$ cat src/rtl/ets_pkg.sv
package ets_pkg;
    localparam int SLOTS = 4;
    localparam int IDX_W = $clog2(SLOTS);

    typedef logic [IDX_W-1:0] slot_t;

    typedef struct packed {
        logic rise;
        logic fall;
    } edge_t;

    typedef struct packed {
        logic  hit;
        slot_t slot;
    } cap_evt_t;

    function automatic logic edge_matches(edge_t e, logic fall_sel);
        return fall_sel ? e.fall : e.rise;
    endfunction

    function automatic slot_t slot_after(slot_t s);
        return s + 1'b1;
    endfunction
endpackage

$ cat src/rtl/ets_sync_edge.sv
module ets_sync_edge
    import ets_pkg::*;
#(
    parameter int STAGES = 2
)(
    input  logic  clk,
    input  logic  rst,
    input  logic  din,
    output edge_t edg
);
    logic [STAGES-1:0] chain;
    logic              prev;

    always_ff @(posedge clk) begin
        if (rst) begin
            chain <= '0;
            prev  <= 1'b0;
        end else begin
            chain <= {chain[STAGES-2:0], din};
            prev  <= chain[STAGES-1];
        end
    end

    always_comb begin
        edg.rise = chain[STAGES-1] & ~prev;
        edg.fall = ~chain[STAGES-1] & prev;
    end
endmodule

$ cat src/rtl/ets_timebase.sv
module ets_timebase #(
    parameter int W = 32
)(
    input  logic         clk,
    input  logic         rst,
    input  logic         clr,
    output logic [W-1:0] count
);
    always_ff @(posedge clk) begin
        if (rst || clr) count <= '0;
        else            count <= count + 1'b1;
    end
endmodule

$ cat src/rtl/ets_sequencer.sv
module ets_sequencer
    import ets_pkg::*;
(
    input  logic             clk,
    input  logic             rst,
    input  edge_t            edg,
    input  logic [SLOTS-1:0] pol,
    input  logic             oneshot,
    input  slot_t            stop_sel,
    input  logic             rearm,
    output slot_t            idx,
    output logic             armed,
    output cap_evt_t         evt
);
    logic allow;

    always_comb begin
        allow    = !rearm && (!oneshot || armed);
        evt.hit  = allow && edge_matches(edg, pol[idx]);
        evt.slot = idx;
    end

    always_ff @(posedge clk) begin
        if (rst || rearm) begin
            idx   <= '0;
            armed <= 1'b1;
        end else if (evt.hit) begin
            if (oneshot && idx == stop_sel) begin
                idx   <= '0;
                armed <= 1'b0;
            end else begin
                idx <= slot_after(idx);
            end
        end
    end
endmodule

$ cat src/rtl/ets_slot.sv
module ets_slot #(
    parameter int W = 32
)(
    input  logic         clk,
    input  logic         rst,
    input  logic         wr,
    input  logic [W-1:0] ts,
    input  logic         clr,
    output logic [W-1:0] val,
    output logic         flag,
    output logic         ovf
);
    always_ff @(posedge clk) begin
        if (rst) begin
            val  <= '0;
            flag <= 1'b0;
            ovf  <= 1'b0;
        end else begin
            if (wr) val <= ts;
            flag <= wr | (flag & ~clr);
            ovf  <= (wr & flag & ~clr) | (ovf & ~clr);
        end
    end
endmodule

$ cat src/rtl/ets_capture.sv
module ets_capture
    import ets_pkg::*;
#(
    parameter int CNT_W       = 32,
    parameter int SYNC_STAGES = 2
)(
    input  logic                        clk,
    input  logic                        rst,
    input  logic                        pin_in,
    input  logic                        ctr_clr,
    input  logic [SLOTS-1:0]            edge_pol,
    input  logic                        oneshot_en,
    input  logic [IDX_W-1:0]            stop_sel,
    input  logic                        rearm,
    input  logic [SLOTS-1:0]            irq_en,
    input  logic [SLOTS-1:0]            flag_clr,
    input  logic                        gint_clr,
    output logic [SLOTS-1:0][CNT_W-1:0] cap_ts,
    output logic                        cap_stb,
    output logic [IDX_W-1:0]            last_slot,
    output logic [IDX_W-1:0]            next_slot,
    output logic                        armed,
    output logic [SLOTS-1:0]            slot_flag,
    output logic [SLOTS-1:0]            ovf_flag,
    output logic                        irq,
    output logic                        irq_pulse
);
    localparam int               TS_ADJ   = SYNC_STAGES - 1;
    localparam logic [CNT_W-1:0] TS_ADJ_V = CNT_W'(TS_ADJ);

    logic [CNT_W-1:0] cnt_q;
    logic [CNT_W-1:0] ts_now;
    edge_t            edg;
    cap_evt_t         evt;
    slot_t            idx;
    logic             set_irq;

    ets_sync_edge #(.STAGES(SYNC_STAGES)) u_sync (
        .clk (clk),
        .rst (rst),
        .din (pin_in),
        .edg (edg)
    );

    ets_timebase #(.W(CNT_W)) u_time (
        .clk   (clk),
        .rst   (rst),
        .clr   (ctr_clr),
        .count (cnt_q)
    );

    ets_sequencer u_seq (
        .clk      (clk),
        .rst      (rst),
        .edg      (edg),
        .pol      (edge_pol),
        .oneshot  (oneshot_en),
        .stop_sel (stop_sel),
        .rearm    (rearm),
        .idx      (idx),
        .armed    (armed),
        .evt      (evt)
    );

    assign ts_now    = cnt_q - TS_ADJ_V;
    assign next_slot = idx;

    for (genvar i = 0; i < SLOTS; i++) begin : g_slot
        ets_slot #(.W(CNT_W)) u_slot (
            .clk  (clk),
            .rst  (rst),
            .wr   (evt.hit && evt.slot == slot_t'(i)),
            .ts   (ts_now),
            .clr  (flag_clr[i]),
            .val  (cap_ts[i]),
            .flag (slot_flag[i]),
            .ovf  (ovf_flag[i])
        );
    end

    assign set_irq = evt.hit && irq_en[evt.slot];

    always_ff @(posedge clk) begin
        if (rst) begin
            irq       <= 1'b0;
            irq_pulse <= 1'b0;
            cap_stb   <= 1'b0;
            last_slot <= '0;
        end else begin
            irq       <= set_irq | (irq & ~gint_clr);
            irq_pulse <= set_irq & ~irq;
            cap_stb   <= evt.hit;
            if (evt.hit) last_slot <= evt.slot;
        end
    end
endmodule

$ cat config.mk
export PLATFORM = sky130hd
export DESIGN_NAME = ets_capture
export DESIGN_NICKNAME = d
export VERILOG_FILES = /design/src/rtl/ets_pkg.sv /design/src/rtl/ets_sync_edge.sv /design/src/rtl/ets_timebase.sv /design/src/rtl/ets_sequencer.sv /design/src/rtl/ets_slot.sv /design/src/rtl/ets_capture.sv
export SDC_FILE = /design/constraint.sdc
export NUM_CORES = 1
export LEC_CHECK = 0
export BUFFER_PORTS_ARGS = -buffer_cell sky130_fd_sc_hd__buf_2
export CAP_MARGIN = 40
export CORE_MARGIN = 2
export CORE_UTILIZATION = 42
export CTS_CLUSTER_SIZE = 20
export DETAILED_ROUTE_END_ITERATION = 10
export PLACE_DENSITY_LB_ADDON = 0.15
export SLEW_MARGIN = 20
export SYNTH_ARGS = -nofsm -noshare
export SYNTH_HDL_FRONTEND = slang
export SYNTH_HIERARCHICAL = 1
export SYNTH_SLANG_ARGS = --single-unit
$ cat constraint.sdc
create_clock -name clk -period 3.3 [get_ports clk]
set_clock_uncertainty 0.05 [all_clocks]
set_input_delay 0.495 -clock clk [delete_from_list [all_inputs] [get_ports clk]]
set_output_delay 0.495 -clock clk [all_outputs]
set_load 0.01 [all_outputs]
==> impl_metrics.tcl, run 1 <==
set metrics [dict create \
    p_sw_w 0.000978 \
    hold_class "in -> reg" \
    timing.hold.ws_ns 0.200 \
    holdBufCountCts 0 \
    ir_drop_v 0.000346 \
    hp-start "flag_clr[0]" \
    route.vias.total 5789 \
    crit_fanout 18 \
    reg2regPathDepth 8 \
    htree_levels 4 \
    rsz0062_at_grt "no" \
    clk_pin_slew_worst_paths_ns 0.07 \
    cts_buffer_depth 2 \
    worstSetupPathType "reg -> reg" \
    antenna_found_initial 0 \
    cts_sinks 179 \
    fp.dieH_um 139 \
    ys_ff_latch 179 \
    clkPwrFrac_pct 45.1 \
    area_growth_pct 18.1 \
    tightest_slew_ns 0.759 \
    syn_area_um2 7700 \
    postRouteAntennaNets 0 \
    synthDistinctLibCells 48 \
    clkLatencyLatePin_ns 0.42 \
    yosysSeqAreaShare_pct 46.5 \
    synthCells 765 \
    holdPathEnd "g_slot[0].u_slot/ovf" \
    status "finished, final reports clean" \
    grt_pass1_wl_mm 29.3 \
    maxCapViolCount 0 \
    leakagePower_nw 3.70 \
    nNetsFinal 942 \
    coreArea_um2 18000 \
    cts_tree "yes" \
    die-width_um 139 \
    wire_per_inst_um 15.3 \
    drive_gt1_share_pct 25.6 \
    preCtsSetupSlack_ns 0.736 \
    slew_viol_final 0 \
    pwr-share-seq_pct 49.9 \
    ios 165 \
    relSlewSlack_pct 49.4 \
    synth_ff_type "dfxtp_1" \
    place.gp.congestion 0.762 \
    cp-startpoint "u_seq/idx[1]" \
    start_kind "flop" \
    p_int_w 0.00340 \
    start_util_pct 42.9 \
    placed_cell_area_um2 8520 \
    grt_max_degree 73 \
    grt_use_total_pct 18.4 \
    cts-root-buf "clkbuf_16" \
    globalRouteOverflowTotal 0 \
    end_kind "flop" \
    avgSynthCellArea_um2 10.1 \
    r2r-start "u_seq/idx[1]" \
    setup_tns_ns 0 \
    crit_slowest_cell "dfxtp_1" \
    drtIter0Drc 230 \
    vias_per_cell 4.99 \
    postCtsSetupRepairBufs 0 \
    setup_viol 0 \
    ys_warn_count 6 \
    setup_slack_ns 0.877 \
    cp.arrival_ns 2.65 \
    synth_edf_count 0 \
    hold_depth 2 \
    fin_area_um2 9090 \
    p_comb_share_pct 5.0 \
    rows 49 \
    n_antenna_cell 0 \
    min_period_ns 2.42 \
    ff2ff_setup_slack_ns 0.88 \
    max_stage_delay_ns 0.56 \
    switching_share_pct 22.3 \
    worstPathRequired_ns 3.53 \
    async_flop_share_pct 0 \
    hpwl_mm 12.0 \
    n_fill_cell 1742 \
    fin_crit_sh_pct 73.4 \
    port-buffer-count 164 \
    die_area_um2 19400 \
    power_density_nw_per_um2 481 \
    first_pass_iters 4 \
    finalWirelength_mm 17.7 \
    path_cells "mux4_2, mux2i_1, nor2b_1, buf_4, nor3b_2, buf_4, mux2i_1, nor2_1" \
    grt_pass1_vias 5583 \
    cts_resized 0 \
    syn_nets 788 \
    drc_errors 0 \
    clock.fmax_mhz 413 \
    hold_violations 0 \
    reg2reg_to "g_slot[0].u_slot/val[12]" \
    cts_buffers 17 \
]
[metrics by stage]
step / utilization (%) / cells / power [W]
4_1_cts: 50.6 / 1160 / 0.00444
6_report: 50.6 / 1160 / 0.00438
5_1_grt: 50.6 / 1160 / 0.00454
3_3_place_gp: 47.4 / 1129 / 0.00245
3_5_place_dp: 47.4 / 1129 / 0.00245
2_1_floorplan: - / 765 / 0.00238
[kinds of logic after synthesis]
| family | after synthesis | share of synthesized area [%] |
|---|---|---|
| and+or+nand+nor | 299 | 19.9 |
| DFF | 179 | 46.5 |
| AOI/OAI and AO/OA | 47 | 3.77 |
| buffers and inverters | 57 | 6.24 |
| xor gates and xnor gates | 42 | 4.78 |
| adders and majority gates | 2 | 0.325 |
| muxes | 139 | 18.4 |
[layout make-up]
cell class	instances	area, um2	area share, %
clock buffers	22	464	5.11
repair buffers	180	956	10.5
inverters	12	45.0	0.495
clock inverters	9	106	1.17
multi-input cells	529	3650	40.2
well taps	229	287	3.15
flip-flops and latches	179	3580	39.4
[synth_stat cells (all sizes together) (2+ instances only)]
master	count	area (um2)
dfxtp	179	3580
nor2	155	582
mux2i	136	1360
buf	31	383
xor2	29	254
nand2	28	105
a21oi	24	120
nor3	22	145
or4	19	161
nand3	16	92.6
clkbuf	14	52.6
nor4	14	125
xnor2	13	114
inv	12	45.0
o31ai	12	90.1
or3	8	50.1
nor2b	7	43.8
nand2b	6	45.0
nand4	6	43.8
and4	5	43.8
a31oi	3	18.8
and3	3	18.8
o21ai	3	15.0
a41o	2	20.0
and2	2	12.5
ha	2	25.0
mux4	2	45.0
nand3b	2	15.0
[power groups by stage]
stage / sequential, W / combinational, W / clock (W)
finish: 0.00218 / 0.000218 / 0.00198
global route: 0.00218 / 0.000244 / 0.00211
CTS: 0.00218 / 0.000222 / 0.00203
detailed placement: 0.00223 / 0.000222 / 0
global placement: 0.00223 / 0.000220 / 0
floorplan: 0.00224 / 0.000147 / 0
[registers in the layout, summed over array words and instances, names as in the netlist, 2 cells and up]
register,cells
g_slot.u_slot/val,128
g_slot.u_slot/flag,4
u_seq/idx,2
g_slot.u_slot/ovf,4
u_time/count,32
last_slot,2
u_sync/chain,2
[how the worst max path moves through the flow]
stage,slack (ns),depth (start not counted),end
after CTS,0.86,8,g_slot[0].u_slot/val[22]
after global placement,0.78,9,g_slot[3].u_slot/val[10]
after global routing,0.65,8,g_slot[0].u_slot/val[23]
after detailed placement,0.74,9,g_slot[0].u_slot/val[12]
final,0.88,8,g_slot[0].u_slot/val[12]
after floorplan,0.75,9,g_slot[0].u_slot/val[12]
[cell usage in the layout (no fill, tap or decap), types with 6 or more instances in the layout]
cell type	n
dfxtp_1	179
buf_2	163
nor2_1	154
mux2i_1	136
xor2_1	29
nand2_1	28
a21oi_1	24
clkbuf_16	17
buf_4	16
nor3_1	15
nand3_1	15
or4_1	14
xnor2_1	13
inv_1	12
o31ai_1	12
nor4_1	8
or3_1	8
nor3_2	7
nor2b_1	7
nor4_2	6
[per-layer routing]
layer	global-route usage (%)	vias to the layer above	share of wire [%]
met1	26.1	2713	51
li1	-	2940	-
met5	0	-	0
met2	28.2	122	44
met3	4.71	14	4.6
met4	4.63	0	0.92
[critical path, delay by kind of cell (launching register included)]
kind,cells,cell delay (ns)
buffers and inverters,2,0.52
multiplexers,3,0.76
AND/OR/NAND/NOR,3,0.38
flip-flops,1,0.56
No activity file was read; power rests on OpenSTA's default activity.
==> inputs of run 2 (changes only) <==
- clock period: 3.3 -> 2.35 ns (I/O delays scaled with it)
==> run 2 against run 1 <==
  * Sequential cell count unchanged
  * Cell area increased by 5.1%
  * Total power increased by 44%
  * Sequential share of layout area decreased by 1.9 points
  * Via count increased by 1.3%
  * Sequential power increased by 41%
  * Fmax increased by 8.9%
  * Global-route usage decreased by 0.37 points
  * Non-clock buffer count increased by 30
  * Core utilization increased by 2.6 points
  * First-iteration DRC count increased by 20%
  * Critical path type unchanged
  * Largest cell class unchanged
==> impl_metrics.tcl, run 2 (synthesis results as in run 1) <==
set metrics [dict create \
    status "finished, final reports clean" \
    worstSetupPathDepth 7 \
    wire_per_inst_um 14.8 \
    regArea_um2 3580 \
    largest_reg_flops 128 \
    final_cell_mix "dfxtp_1 (178), buf_2 (163), nor2_1 (154)" \
    min_period_ns 2.23 \
    maxCapViolCount 0 \
    rows 49 \
    final_common_cell "dfxtp_1" \
    worstSetupPathType "reg -> reg" \
    setup_viol 0 \
    crit_fanout 10 \
    placed_cell_area_um2 8810 \
    clock.fmax_mhz 449 \
    p_sw_w 0.00146 \
    ff2ff_setup_slack_ns 0.12 \
    timing.hold.ws_ns 0.0584 \
    end_kind "flop" \
    cts_buffers 17 \
    cp-startpoint "u_time/count[11]" \
    finalWirelength_mm 17.6 \
    preCtsSetupSlack_ns 0.0186 \
    slew_viol_final 0 \
    cts_tree "yes" \
    htree_levels 4 \
    relSlewSlack_pct 52.6 \
    postRouteAntennaNets 0 \
    pwr-share-seq_pct 48.7 \
    antenna_found_initial 0 \
    r2r-start "u_time/count[11]" \
    hpwl_mm 12.0 \
    tightest_slew_ns 0.710 \
    fp.dieH_um 139 \
    port-buffer-count 164 \
    crit_slowest_cell "or4_4" \
    grt_max_degree 145 \
    top_register "g_slot.u_slot/val" \
    area_growth_pct 24.1 \
    worstPathRequired_ns 2.65 \
    largest_registers "g_slot.u_slot/val x128, u_time/count x32" \
    first_pass_iters 4 \
    cts_sinks 179 \
    reg2regPathDepth 7 \
    start_kind "flop" \
    grt_use_total_pct 18.1 \
    drc_errors 0 \
    globalRouteOverflowTotal 0 \
    hold_class "in -> reg" \
    clk_pin_slew_worst_paths_ns 0.07 \
    switching_share_pct 23.2 \
    drtIter0Drc 275 \
    clkPwrFrac_pct 45.9 \
    fin_util_pct 53.2 \
    coreArea_um2 18000 \
    clkLatencyLatePin_ns 0.42 \
    cpLargestDelayFamily "simple AND/OR/NAND/NOR gates" \
    cts_buffer_depth 2 \
    place.gp.congestion 0.779 \
    vias_per_cell 4.92 \
    grt_pass1_vias 5540 \
    fin_area_um2 9560 \
    n_fill_cell 1697 \
    n_antenna_cell 0 \
    reg2reg_to "g_slot[2].u_slot/val[24]" \
    drive_gt1_share_pct 29.1 \
    power_density_nw_per_um2 658 \
    cp.arrival_ns 2.52 \
    path_cells "or4_4, nand4bb_1, buf_4, nor4_2, xor2_1, mux2i_1, nor2_1" \
    holdPathEnd "g_slot[0].u_slot/ovf" \
    cts-root-buf "clkbuf_16" \
    hold_depth 2 \
    p_int_w 0.00483 \
    multiInputGateArea_um2 3730 \
    leakagePower_nw 3.92 \
    p_comb_share_pct 5.4 \
    ir_drop_v 0.000466 \
    max_stage_delay_ns 0.56 \
    cp_num_buf_inv 1 \
    die_area_um2 19400 \
    route.vias.total 5864 \
    hp-start "flag_clr[0]" \
    setup_slack_ns 0.125 \
    grt_pass1_wl_mm 28.8 \
    die-width_um 139 \
    hold_violations 0 \
    nNetsFinal 972 \
    start_util_pct 42.9 \
    ios 165 \
    fin_crit_sh_pct 94.7 \
]
run 2: per-stage QoR:
step,TNS (ns),cells,power [W]
after detailed placement,0,1153,0.00345
after floorplan,0,765,0.00335
final,0,1191,0.00629
after CTS,0,1185,0.00635
after global routing,-0.0106,1191,0.00653
after global placement,0,1153,0.00345
run 2: area by class of cell:
class / count / area share, %
clock inverters: 13 / 1.54
inverters: 12 / 0.471
well taps: 229 / 3.00
clock buffers: 19 / 4.74
repair buffers: 210 / 13.7
flip-flops and latches: 179 / 37.5
multi-input cells: 529 / 39.0
run 2: worst max-delay path by stage:
stage | to | slack (ns)
CTS | g_slot[1].u_slot/val[27] | 0.05
detailed placement | g_slot[0].u_slot/val[15] | 0.02
finish | g_slot[2].u_slot/val[24] | 0.12
floorplan | g_slot[0].u_slot/val[12] | 0.02
global placement | g_slot[0].u_slot/val[12] | 0.06
global route | g_slot[2].u_slot/val[29] | -0.01
run 2: power by group through the flow:
stage	Sequential (W)	Combinational (W)	Clock (W)
global route	0.00307	0.000373	0.00309
floorplan	0.00314	0.000207	0
detailed placement	0.00313	0.000320	0
CTS	0.00306	0.000321	0.00297
global placement	0.00313	0.000318	0
finish	0.00307	0.000338	0.00289
run 2: per-layer routing:
metal  global-route usage, %  part of all wire (%)
met1                    25.5                    50
met4                    4.68                  0.75
met5                       0                     0
met2                    27.9                    45
met3                    4.27                   3.8
run 2: timing repair:
action	4_1_cts	5_1_grt
setup buffers	0	5
endpoints found under the setup margin	0	34
hold buffers	0	0
gates resized for setup	0	9
